==> src/rtl/msbox_pkg.sv <==
package msbox_pkg;

    localparam logic [3:0] AFF_P     = 4'hB;
    localparam logic [3:0] AFF_Q     = 4'hD;
    localparam logic [3:0] LAST_STEP = 4'd13;

    typedef enum logic [1:0] {
        SRC_IN  = 2'd0,
        SRC_MUL = 2'd1,
        SRC_SQ  = 2'd2
    } sq_src_e;

    typedef struct packed {
        logic    sq_ld;
        sq_src_e sq_src;
        logic    sq_ev;
        logic    rf_ev;
        logic    mul_ld;
        logic    mul_a_sq;
        logic    mul_mid;
        logic    mul_cmp;
        logic    emit;
    } step_t;

    // multiply in GF(2^4) modulo x^4+x+1
    function automatic logic [3:0] gf_mul(input logic [3:0] a, input logic [3:0] b);
        logic [3:0] acc;
        logic [3:0] t;
        acc = 4'h0;
        t   = a;
        for (int i = 0; i < 4; i++) begin
            if (b[i]) acc = acc ^ t;
            t = {t[2:0], 1'b0} ^ (t[3] ? 4'h3 : 4'h0);
        end
        return acc;
    endfunction

    function automatic logic [3:0] gf_sq(input logic [3:0] a);
        return gf_mul(a, a);
    endfunction

    // polynomial product modulo X^4+1 (cyclic)
    function automatic logic [3:0] cyc_mul(input logic [3:0] a, input logic [3:0] p);
        logic [3:0] acc;
        logic [7:0] w;
        acc = 4'h0;
        for (int i = 0; i < 4; i++) begin
            w = {a, a} << i;
            if (p[i]) acc = acc ^ w[7:4];
        end
        return acc;
    endfunction

    function automatic logic [3:0] gf_pow14(input logic [3:0] a);
        logic [3:0] r;
        r = 4'h1;
        for (int i = 0; i < 14; i++) r = gf_mul(r, a);
        return r;
    endfunction

    function automatic logic [3:0] sbox_ref(input logic [3:0] a);
        return cyc_mul(gf_pow14(a), AFF_P) ^ AFF_Q;
    endfunction

    // index of the random word for share pair (i,j), i<j, n shares
    function automatic int pair_idx(input int i, input int j, input int n);
        return (i * (2 * n - i - 1)) / 2 + (j - i - 1);
    endfunction

    function automatic step_t decode_step(input logic accept, input logic busy,
                                          input logic [3:0] cnt);
        step_t s;
        s = '0;
        s.sq_src = SRC_IN;
        if (accept) begin
            s.sq_ld = 1'b1;
        end else if (busy) begin
            case (cnt)
                4'd1:  s.sq_ev   = 1'b1;
                4'd2:  s.rf_ev   = 1'b1;
                4'd3:  s.mul_ld  = 1'b1;
                4'd4:  s.mul_mid = 1'b1;
                4'd5:  s.mul_cmp = 1'b1;
                4'd6:  begin s.sq_ld = 1'b1; s.sq_src = SRC_MUL; end
                4'd7:  s.sq_ev   = 1'b1;
                4'd8:  begin s.sq_ld = 1'b1; s.sq_src = SRC_SQ; end
                4'd9:  s.sq_ev   = 1'b1;
                4'd10: begin s.mul_ld = 1'b1; s.mul_a_sq = 1'b1; end
                4'd11: s.mul_mid = 1'b1;
                4'd12: s.mul_cmp = 1'b1;
                4'd13: s.emit    = 1'b1;
                default: ;
            endcase
        end
        return s;
    endfunction

endpackage

==> src/rtl/msbox_sq.sv <==
module msbox_sq #(
    parameter int NSH = 3
) (
    input  logic                 clk,
    input  logic                 rst,
    input  logic                 ld,
    input  logic                 ev,
    input  logic [NSH-1:0][3:0]  din,
    output logic [NSH-1:0][3:0]  dout
);
    import msbox_pkg::*;

    logic [NSH-1:0][3:0] in_q;

    always_ff @(posedge clk) begin
        if (rst) begin
            in_q <= '0;
            dout <= '0;
        end else begin
            if (ld) in_q <= din;
            if (ev) begin
                for (int i = 0; i < NSH; i++) dout[i] <= gf_sq(in_q[i]);
            end
        end
    end
endmodule

==> src/rtl/msbox_refresh.sv <==
module msbox_refresh #(
    parameter int ORDER = 2,
    localparam int NSH = ORDER + 1
) (
    input  logic                  clk,
    input  logic                  rst,
    input  logic                  ev,
    input  logic [NSH-1:0][3:0]   din,
    input  logic [ORDER-1:0][3:0] rw,
    output logic [NSH-1:0][3:0]   dout
);
    logic [3:0] mix;

    always_comb begin
        mix = 4'h0;
        for (int i = 0; i < ORDER; i++) mix = mix ^ rw[i];
    end

    always_ff @(posedge clk) begin
        if (rst) begin
            dout <= '0;
        end else if (ev) begin
            for (int i = 0; i < ORDER; i++) dout[i] <= din[i] ^ rw[i];
            dout[ORDER] <= din[ORDER] ^ mix;
        end
    end
endmodule

==> src/rtl/msbox_isw_mul.sv <==
module msbox_isw_mul #(
    parameter int NSH = 3,
    localparam int NPAIR = NSH * (NSH - 1) / 2
) (
    input  logic                   clk,
    input  logic                   rst,
    input  logic                   ld,
    input  logic                   mid,
    input  logic                   cmp,
    input  logic [NSH-1:0][3:0]    a_in,
    input  logic [NSH-1:0][3:0]    b_in,
    input  logic [NPAIR-1:0][3:0]  rw,
    output logic [NSH-1:0][3:0]    c_out
);
    import msbox_pkg::*;

    logic [NSH-1:0][3:0]           xa_q, xb_q;
    logic [NSH-1:0][3:0]           diag_q, diag_d;
    logic [NSH-1:0][NSH-1:0][3:0]  z_q, z_d;
    logic [NSH-1:0][3:0]           c_d;

    always_comb begin
        z_d    = '0;
        diag_d = '0;
        for (int i = 0; i < NSH; i++) begin
            diag_d[i] = gf_mul(xa_q[i], xb_q[i]);
            for (int j = 0; j < NSH; j++) begin
                if (i < j) begin
                    z_d[i][j] = rw[pair_idx(i, j, NSH)];
                end else if (i > j) begin
                    z_d[i][j] = (rw[pair_idx(j, i, NSH)] ^ gf_mul(xa_q[j], xb_q[i]))
                                ^ gf_mul(xa_q[i], xb_q[j]);
                end
            end
        end
    end

    always_comb begin
        for (int i = 0; i < NSH; i++) begin
            c_d[i] = diag_q[i];
            for (int j = 0; j < NSH; j++) c_d[i] = c_d[i] ^ z_q[i][j];
        end
    end

    always_ff @(posedge clk) begin
        if (rst) begin
            xa_q   <= '0;
            xb_q   <= '0;
            diag_q <= '0;
            z_q    <= '0;
            c_out  <= '0;
        end else begin
            if (ld) begin
                xa_q <= a_in;
                xb_q <= b_in;
            end
            if (mid) begin
                diag_q <= diag_d;
                z_q    <= z_d;
            end
            if (cmp) c_out <= c_d;
        end
    end
endmodule

==> src/rtl/masked_gf16_sbox.sv <==
module masked_gf16_sbox #(
    parameter int ORDER = 2
) (
    input  logic                          clk,
    input  logic                          rst,
    input  logic                          start,
    input  logic [4*(ORDER+1)-1:0]        in_shares,
    input  logic [2*ORDER*(ORDER+1)-1:0]  rnd,
    output logic                          done,
    output logic [4*(ORDER+1)-1:0]        out_shares
);
    import msbox_pkg::*;

    localparam int NSH   = ORDER + 1;
    localparam int NPAIR = NSH * ORDER / 2;

    typedef logic [NSH-1:0][3:0] shv_t;

    shv_t  in_v, a_q, sq_din, sq_val, rf_val, mul_a, mul_val, out_q;
    logic [NPAIR-1:0][3:0] rnd_v;
    logic  busy;
    logic  accept;
    logic [3:0] cnt;
    step_t st;

    assign in_v   = in_shares;
    assign rnd_v  = rnd;
    assign accept = start & ~busy;
    assign st     = decode_step(accept, busy, cnt);

    always_ff @(posedge clk) begin
        if (rst) begin
            busy <= 1'b0;
            cnt  <= 4'd0;
            done <= 1'b0;
            a_q  <= '0;
        end else begin
            done <= st.emit;
            if (accept) begin
                busy <= 1'b1;
                cnt  <= 4'd1;
                a_q  <= in_v;
            end else if (busy) begin
                if (cnt == LAST_STEP) begin
                    busy <= 1'b0;
                    cnt  <= 4'd0;
                end else begin
                    cnt <= cnt + 4'd1;
                end
            end
        end
    end

    always_comb begin
        case (st.sq_src)
            SRC_MUL: sq_din = mul_val;
            SRC_SQ:  sq_din = sq_val;
            default: sq_din = in_v;
        endcase
    end

    assign mul_a = st.mul_a_sq ? sq_val : a_q;

    msbox_sq #(.NSH(NSH)) u_sq (
        .clk  (clk),
        .rst  (rst),
        .ld   (st.sq_ld),
        .ev   (st.sq_ev),
        .din  (sq_din),
        .dout (sq_val)
    );

    msbox_refresh #(.ORDER(ORDER)) u_rf (
        .clk  (clk),
        .rst  (rst),
        .ev   (st.rf_ev),
        .din  (sq_val),
        .rw   (rnd_v[ORDER-1:0]),
        .dout (rf_val)
    );

    msbox_isw_mul #(.NSH(NSH)) u_mul (
        .clk   (clk),
        .rst   (rst),
        .ld    (st.mul_ld),
        .mid   (st.mul_mid),
        .cmp   (st.mul_cmp),
        .a_in  (mul_a),
        .b_in  (rf_val),
        .rw    (rnd_v),
        .c_out (mul_val)
    );

    always_ff @(posedge clk) begin
        if (rst) begin
            out_q <= '0;
        end else if (st.emit) begin
            for (int i = 0; i < NSH; i++)
                out_q[i] <= cyc_mul(mul_val[i], AFF_P) ^ ((i == 0) ? AFF_Q : 4'h0);
        end
    end

    assign out_shares = out_q;

endmodule

==> config.mk <==
export PLATFORM = sky130hd
export DESIGN_NAME = masked_gf16_sbox
export DESIGN_NICKNAME = d
export VERILOG_FILES = /design/src/rtl/msbox_pkg.sv /design/src/rtl/msbox_sq.sv /design/src/rtl/msbox_refresh.sv /design/src/rtl/msbox_isw_mul.sv /design/src/rtl/masked_gf16_sbox.sv
export SDC_FILE = /design/constraint.sdc
export NUM_CORES = 1
export LEC_CHECK = 0
export BUFFER_PORTS_ARGS = -buffer_cell sky130_fd_sc_hd__buf_2
export CAP_MARGIN = 20
export CORE_MARGIN = 3
export CORE_UTILIZATION = 55
export DETAILED_ROUTE_END_ITERATION = 6
export GPL_TIMING_DRIVEN = 0
export PLACE_DENSITY = 0.71
export SLEW_MARGIN = 30
export SYNTH_ARGS = -nofsm -noshare
export SYNTH_HDL_FRONTEND = slang
export SYNTH_HIERARCHICAL = 1
export SYNTH_SLANG_ARGS = --single-unit
export TNS_END_PERCENT = 100
==> constraint.sdc <==
create_clock -name clk -period 2.7 [get_ports clk]
set_input_delay 0.405 -clock clk [delete_from_list [all_inputs] [get_ports clk]]
set_output_delay 0.405 -clock clk [all_outputs]
set_load 0.01 [all_outputs]
==> impl_summary.md <==
Run status
The run finished with clean final reports.

Setup path
In this run the worst setup path begins at cnt[3]. STA classifies the critical path endpoint as a register. For the worst setup path, the data required time is 3.07 ns. The end of the worst register-to-register path is u_sq/in_q[9]. Data on the critical path arrives at its endpoint at 2.87 ns. Together, buffers and inverters on the worst path number 3. STA classifies the critical path startpoint as a register.

In this run the worst path has a maximum fanout of 10. The worst register-to-register path begins at cnt[3]. The number of cell instances on the worst register-to-register path is 10. The cell with the largest stage delay on the worst path is sky130_fd_sc_hd__or4b_4. In this design, the stage delay of the slowest critical-path cell is 0.53 ns. The reg2reg setup slack is 0.20 ns.

The worst setup path is of the reg -> reg kind. Broken down by cell family, the worst path's largest delay share belongs to simple AND/OR/NAND/NOR gates. The critical path goes through buf_2 -> nand2b_1 -> or4b_4 -> inv_1 -> ha_1 -> clkbuf_1 -> a22oi_1 -> o21ai_0 -> mux2i_1 -> nor2_1.

STA
The worst hold margin is 0.230 ns. The period utilization is 0.927. The final setup violation count is 0. The final hold violation count is 0.

Static timing analysis puts the maximum clock frequency at 399 MHz. The clock period could shrink to 2.50 ns. Setup total negative slack on the finished layout was measured at 0 ns. Setup repair after global routing left no endpoint under its margin.

Between clock sinks in the finished design, the worst skew comes to 0.00856 ns. At the pin with the least slew margin, the transition time is 0.959 ns. Measured against its own limit, the worst slew margin works out to 0.361.

The number of max-slew violations in the final report is 0.

Synth
The netlist uses 62 different library cells. The synthesized netlist occupies a cell area of 0.00854 mm². The mean post-synth cell area is 8.59 µm². The net count after synthesis is 1030. The number of enable-type register cells in the synthesized netlist is 0. The number of warnings printed during yosys synthesis is 6. For this run, the register share of the synthesized area comes to 0.324.

In the synthesized netlist the dominant register cell turns out to be sky130_fd_sc_hd__dfxtp_1. The gate count of the mapped netlist is 994. The async set-or-reset flop fraction in the synthesized netlist is 0. The flip-flop and latch count after synthesis is 138.

Finish
In the layout the commonest cells are sky130_fd_sc_hd__xnor2_1 (156), sky130_fd_sc_hd__nand2_1 (155), sky130_fd_sc_hd__dfxtp_1 (138). The share of cells above drive strength 1 is 0.127. The number of standard cells in the layout, taps in and fillers out is 1249. The commonest non-fill, non-tap cell in the layout is sky130_fd_sc_hd__xnor2_1. The repair_antennas step left the layout with diodes totalling 0.

In the final design database the tool counted 1088 nets. The synthesis-to-layout area growth is 12.1%.

Clock tree
Counting the buffers created by CTS gives 17. The cell chosen for the clock root is sky130_fd_sc_hd__clkbuf_16. Clock-pin slew was measured on the worst setup and hold paths at 0.06 ns. For the worst-skew pair, the clock arrives at the later sink with an insertion delay of 0.43 ns.

The number of setup buffers added after CTS is 0. Gates resized during post-CTS repair numbered 0. The clock net in this run drives a total of 138 sinks. TritonCTS built the clock tree. The number of buffers added to fix hold violations after cts is 0. The number of H-tree branching levels is 4. The number of buffers between clock root and the deepest sink is 2.

GRT
The global-route wire length before repair is 37000 µm. In the global route stage, overall resource usage came out at 0.286. The via count of the first global-routing pass is 6545. Entering global routing, the biggest net connects 17 pins. The number of antenna violations at the first check in global routing is 0. The global route total overflow is 0.

Route
In the routed layout, each cell is associated on average with a via count of 5.71. The final route contains 7135 vias. After detailed routing, the number of remaining DRC violations is 0.

The number of routed nets with antenna violations is 0. After detailed routing, the average wire length per cell comes to 19.0 µm. In this run, the number of DRC markers left after iteration 0 of detailed routing was 681. The first detailed-routing pass ran for 5 iterations. For this block, the routed nets add up to 23700 µm of wire.

Floorplanning
The area of the core is 0.0149 mm². The number of ports placed on the die boundary is 40. The number of core rows is 44.

The die covers 0.0171 mm². The effective utilization at floorplan is 0.574. Measured along the y axis, the die boundary spans 131 µm. Measured along the x axis, the die boundary spans 131 µm.

Place
Port buffering added 39 buffers. The total instance count after detailed placement is 1217. Detailed placement finished with a half-perimeter wire length of 17000 µm. The final weighted congestion in routability-driven placement is 0.945.

Power and ir drop
IR analysis of the VDD net gives a maximum drop of 476 µV. Dividing total power by cell area gives a power density of 511 mW/mm². The analysis attributes to cell leakage a power of 3.37 nW.

Min path
The path class of the tightest hold or removal check is in -> reg. The worst hold path terminates at a_q[10]. Counting instances, the worst hold path has a depth of 3.

The startpoint identified for the worst hold timing path is in_shares[10].

Job
The number of max-capacitance violations reported is 0.
## synth_stat cells (4+ instances only)
cell	instances	share of area
sky130_fd_sc_hd__xnor2_1	156	0.16
sky130_fd_sc_hd__nand2_1	155	0.068
sky130_fd_sc_hd__dfxtp_1	138	0.32
sky130_fd_sc_hd__nor2_1	119	0.052
sky130_fd_sc_hd__mux2i_1	88	0.10
sky130_fd_sc_hd__xor2_1	33	0.034
sky130_fd_sc_hd__clkbuf_1	31	0.014
sky130_fd_sc_hd__a211oi_1	28	0.025
sky130_fd_sc_hd__buf_2	27	0.016
sky130_fd_sc_hd__o21ai_0	24	0.014
sky130_fd_sc_hd__a21oi_1	21	0.012
sky130_fd_sc_hd__a22oi_1	19	0.017
sky130_fd_sc_hd__a22o_1	13	0.013
sky130_fd_sc_hd__nor2b_1	13	0.0095
sky130_fd_sc_hd__mux2_1	10	0.013
sky130_fd_sc_hd__buf_1	9	0.0040
sky130_fd_sc_hd__ha_1	9	0.013
sky130_fd_sc_hd__buf_6	8	0.011
sky130_fd_sc_hd__inv_1	7	0.0031
sky130_fd_sc_hd__nand2b_1	7	0.0051
sky130_fd_sc_hd__nand3_1	7	0.0041
sky130_fd_sc_hd__nor3_1	6	0.0035
sky130_fd_sc_hd__buf_4	5	0.0044
sky130_fd_sc_hd__mux2_2	4	0.0053
sky130_fd_sc_hd__xor3_1	4	0.011
## final cells by class
class / count / area (µm²)
Timing Repair Buffer: 39 / 195
Sequential cell: 138 / 2760
Multi-Input combinational cell: 766 / 5310
Fill cell: 1316 / 5290
Clock inverter: 13 / 165
Tap cell: 184 / 230
Buffer: 83 / 448
Clock buffer: 19 / 443
Inverter: 7 / 26.3
## per-layer routing
metal,wire [µm],part of all wire,up-vias,global-route usage
li1,-,-,3405,-
met1,10800,0.45,3438,0.415
met2,10400,0.44,258,0.426
met3,2040,0.086,34,0.0683
met4,435,0.018,0,0.0774
met5,0,0,-,0
## registers in the layout, summed over array words and instances, names as in the netlist
register / count
u_mul/z_q: 24
a_q: 12
out_shares: 12
u_mul/c_out: 12
u_mul/diag_q: 12
u_mul/xa_q: 12
u_mul/xb_q: 12
u_rf/dout: 12
u_sq/dout: 12
u_sq/in_q: 12
cnt: 4
busy: 1
done: 1
## worst max path at each step
stage	end	slack [ns]	depth (start not counted)
6_report	u_sq/in_q[9]	0.20	10
5_1_grt	u_mul/z_q[7]	0.006	8
2_1_floorplan	u_sq/in_q[0]	0.68	8
3_5_place_dp	u_mul/diag_q[1]	0.23	8
4_1_cts	u_mul/diag_q[3]	0.20	8
3_3_place_gp	u_mul/diag_q[3]	0.26	8
## power by group
group / internal (mW) / switching (mW) / total (mW)
logic: 0.152 / 0.196 / 0.348
registers: 2.07 / 0.0419 / 2.12
clock network: 1.48 / 0.945 / 2.43
total: 3.71 / 1.18 / 4.89
## per-stage QoR
step	util	power, mW	setup WS (ns)	cell area, µm²
final	0.644	4.89	0.197	9580
after global routing	0.644	5.04	0.00639	9580
after CTS	0.644	4.90	0.196	9570
after detailed placement	0.603	2.50	0.226	8960
after global placement	0.603	2.50	0.255	8960
after floorplan	-	2.39	0.677	8540
## kinds of logic after synthesis
| family | Yosys count | share of synthesized area |
|---|---|---|
| simple gates | 332 | 0.167 |
| xor+xnor | 198 | 0.217 |
| flops | 138 | 0.324 |
| compound gates | 124 | 0.101 |
| mux | 103 | 0.123 |
| buf+inv | 90 | 0.0552 |
| fa+ha+maj | 9 | 0.0132 |
## worst reg2reg max path, delay by kind of cell (launching register included)
| kind | cells | cell delay [ns] |
|---|---|---|
| AO/OA/AOI/OAI | 2 | 0.37 |
| multiplexers | 1 | 0.10 |
| flip-flops | 1 | 0.30 |
| AND/OR/NAND/NOR | 3 | 0.74 |
| adder cells (fa/ha/maj) | 1 | 0.23 |
| buffers and inverters | 3 | 0.72 |
Note: power is estimated with default switching activity, not from simulation.
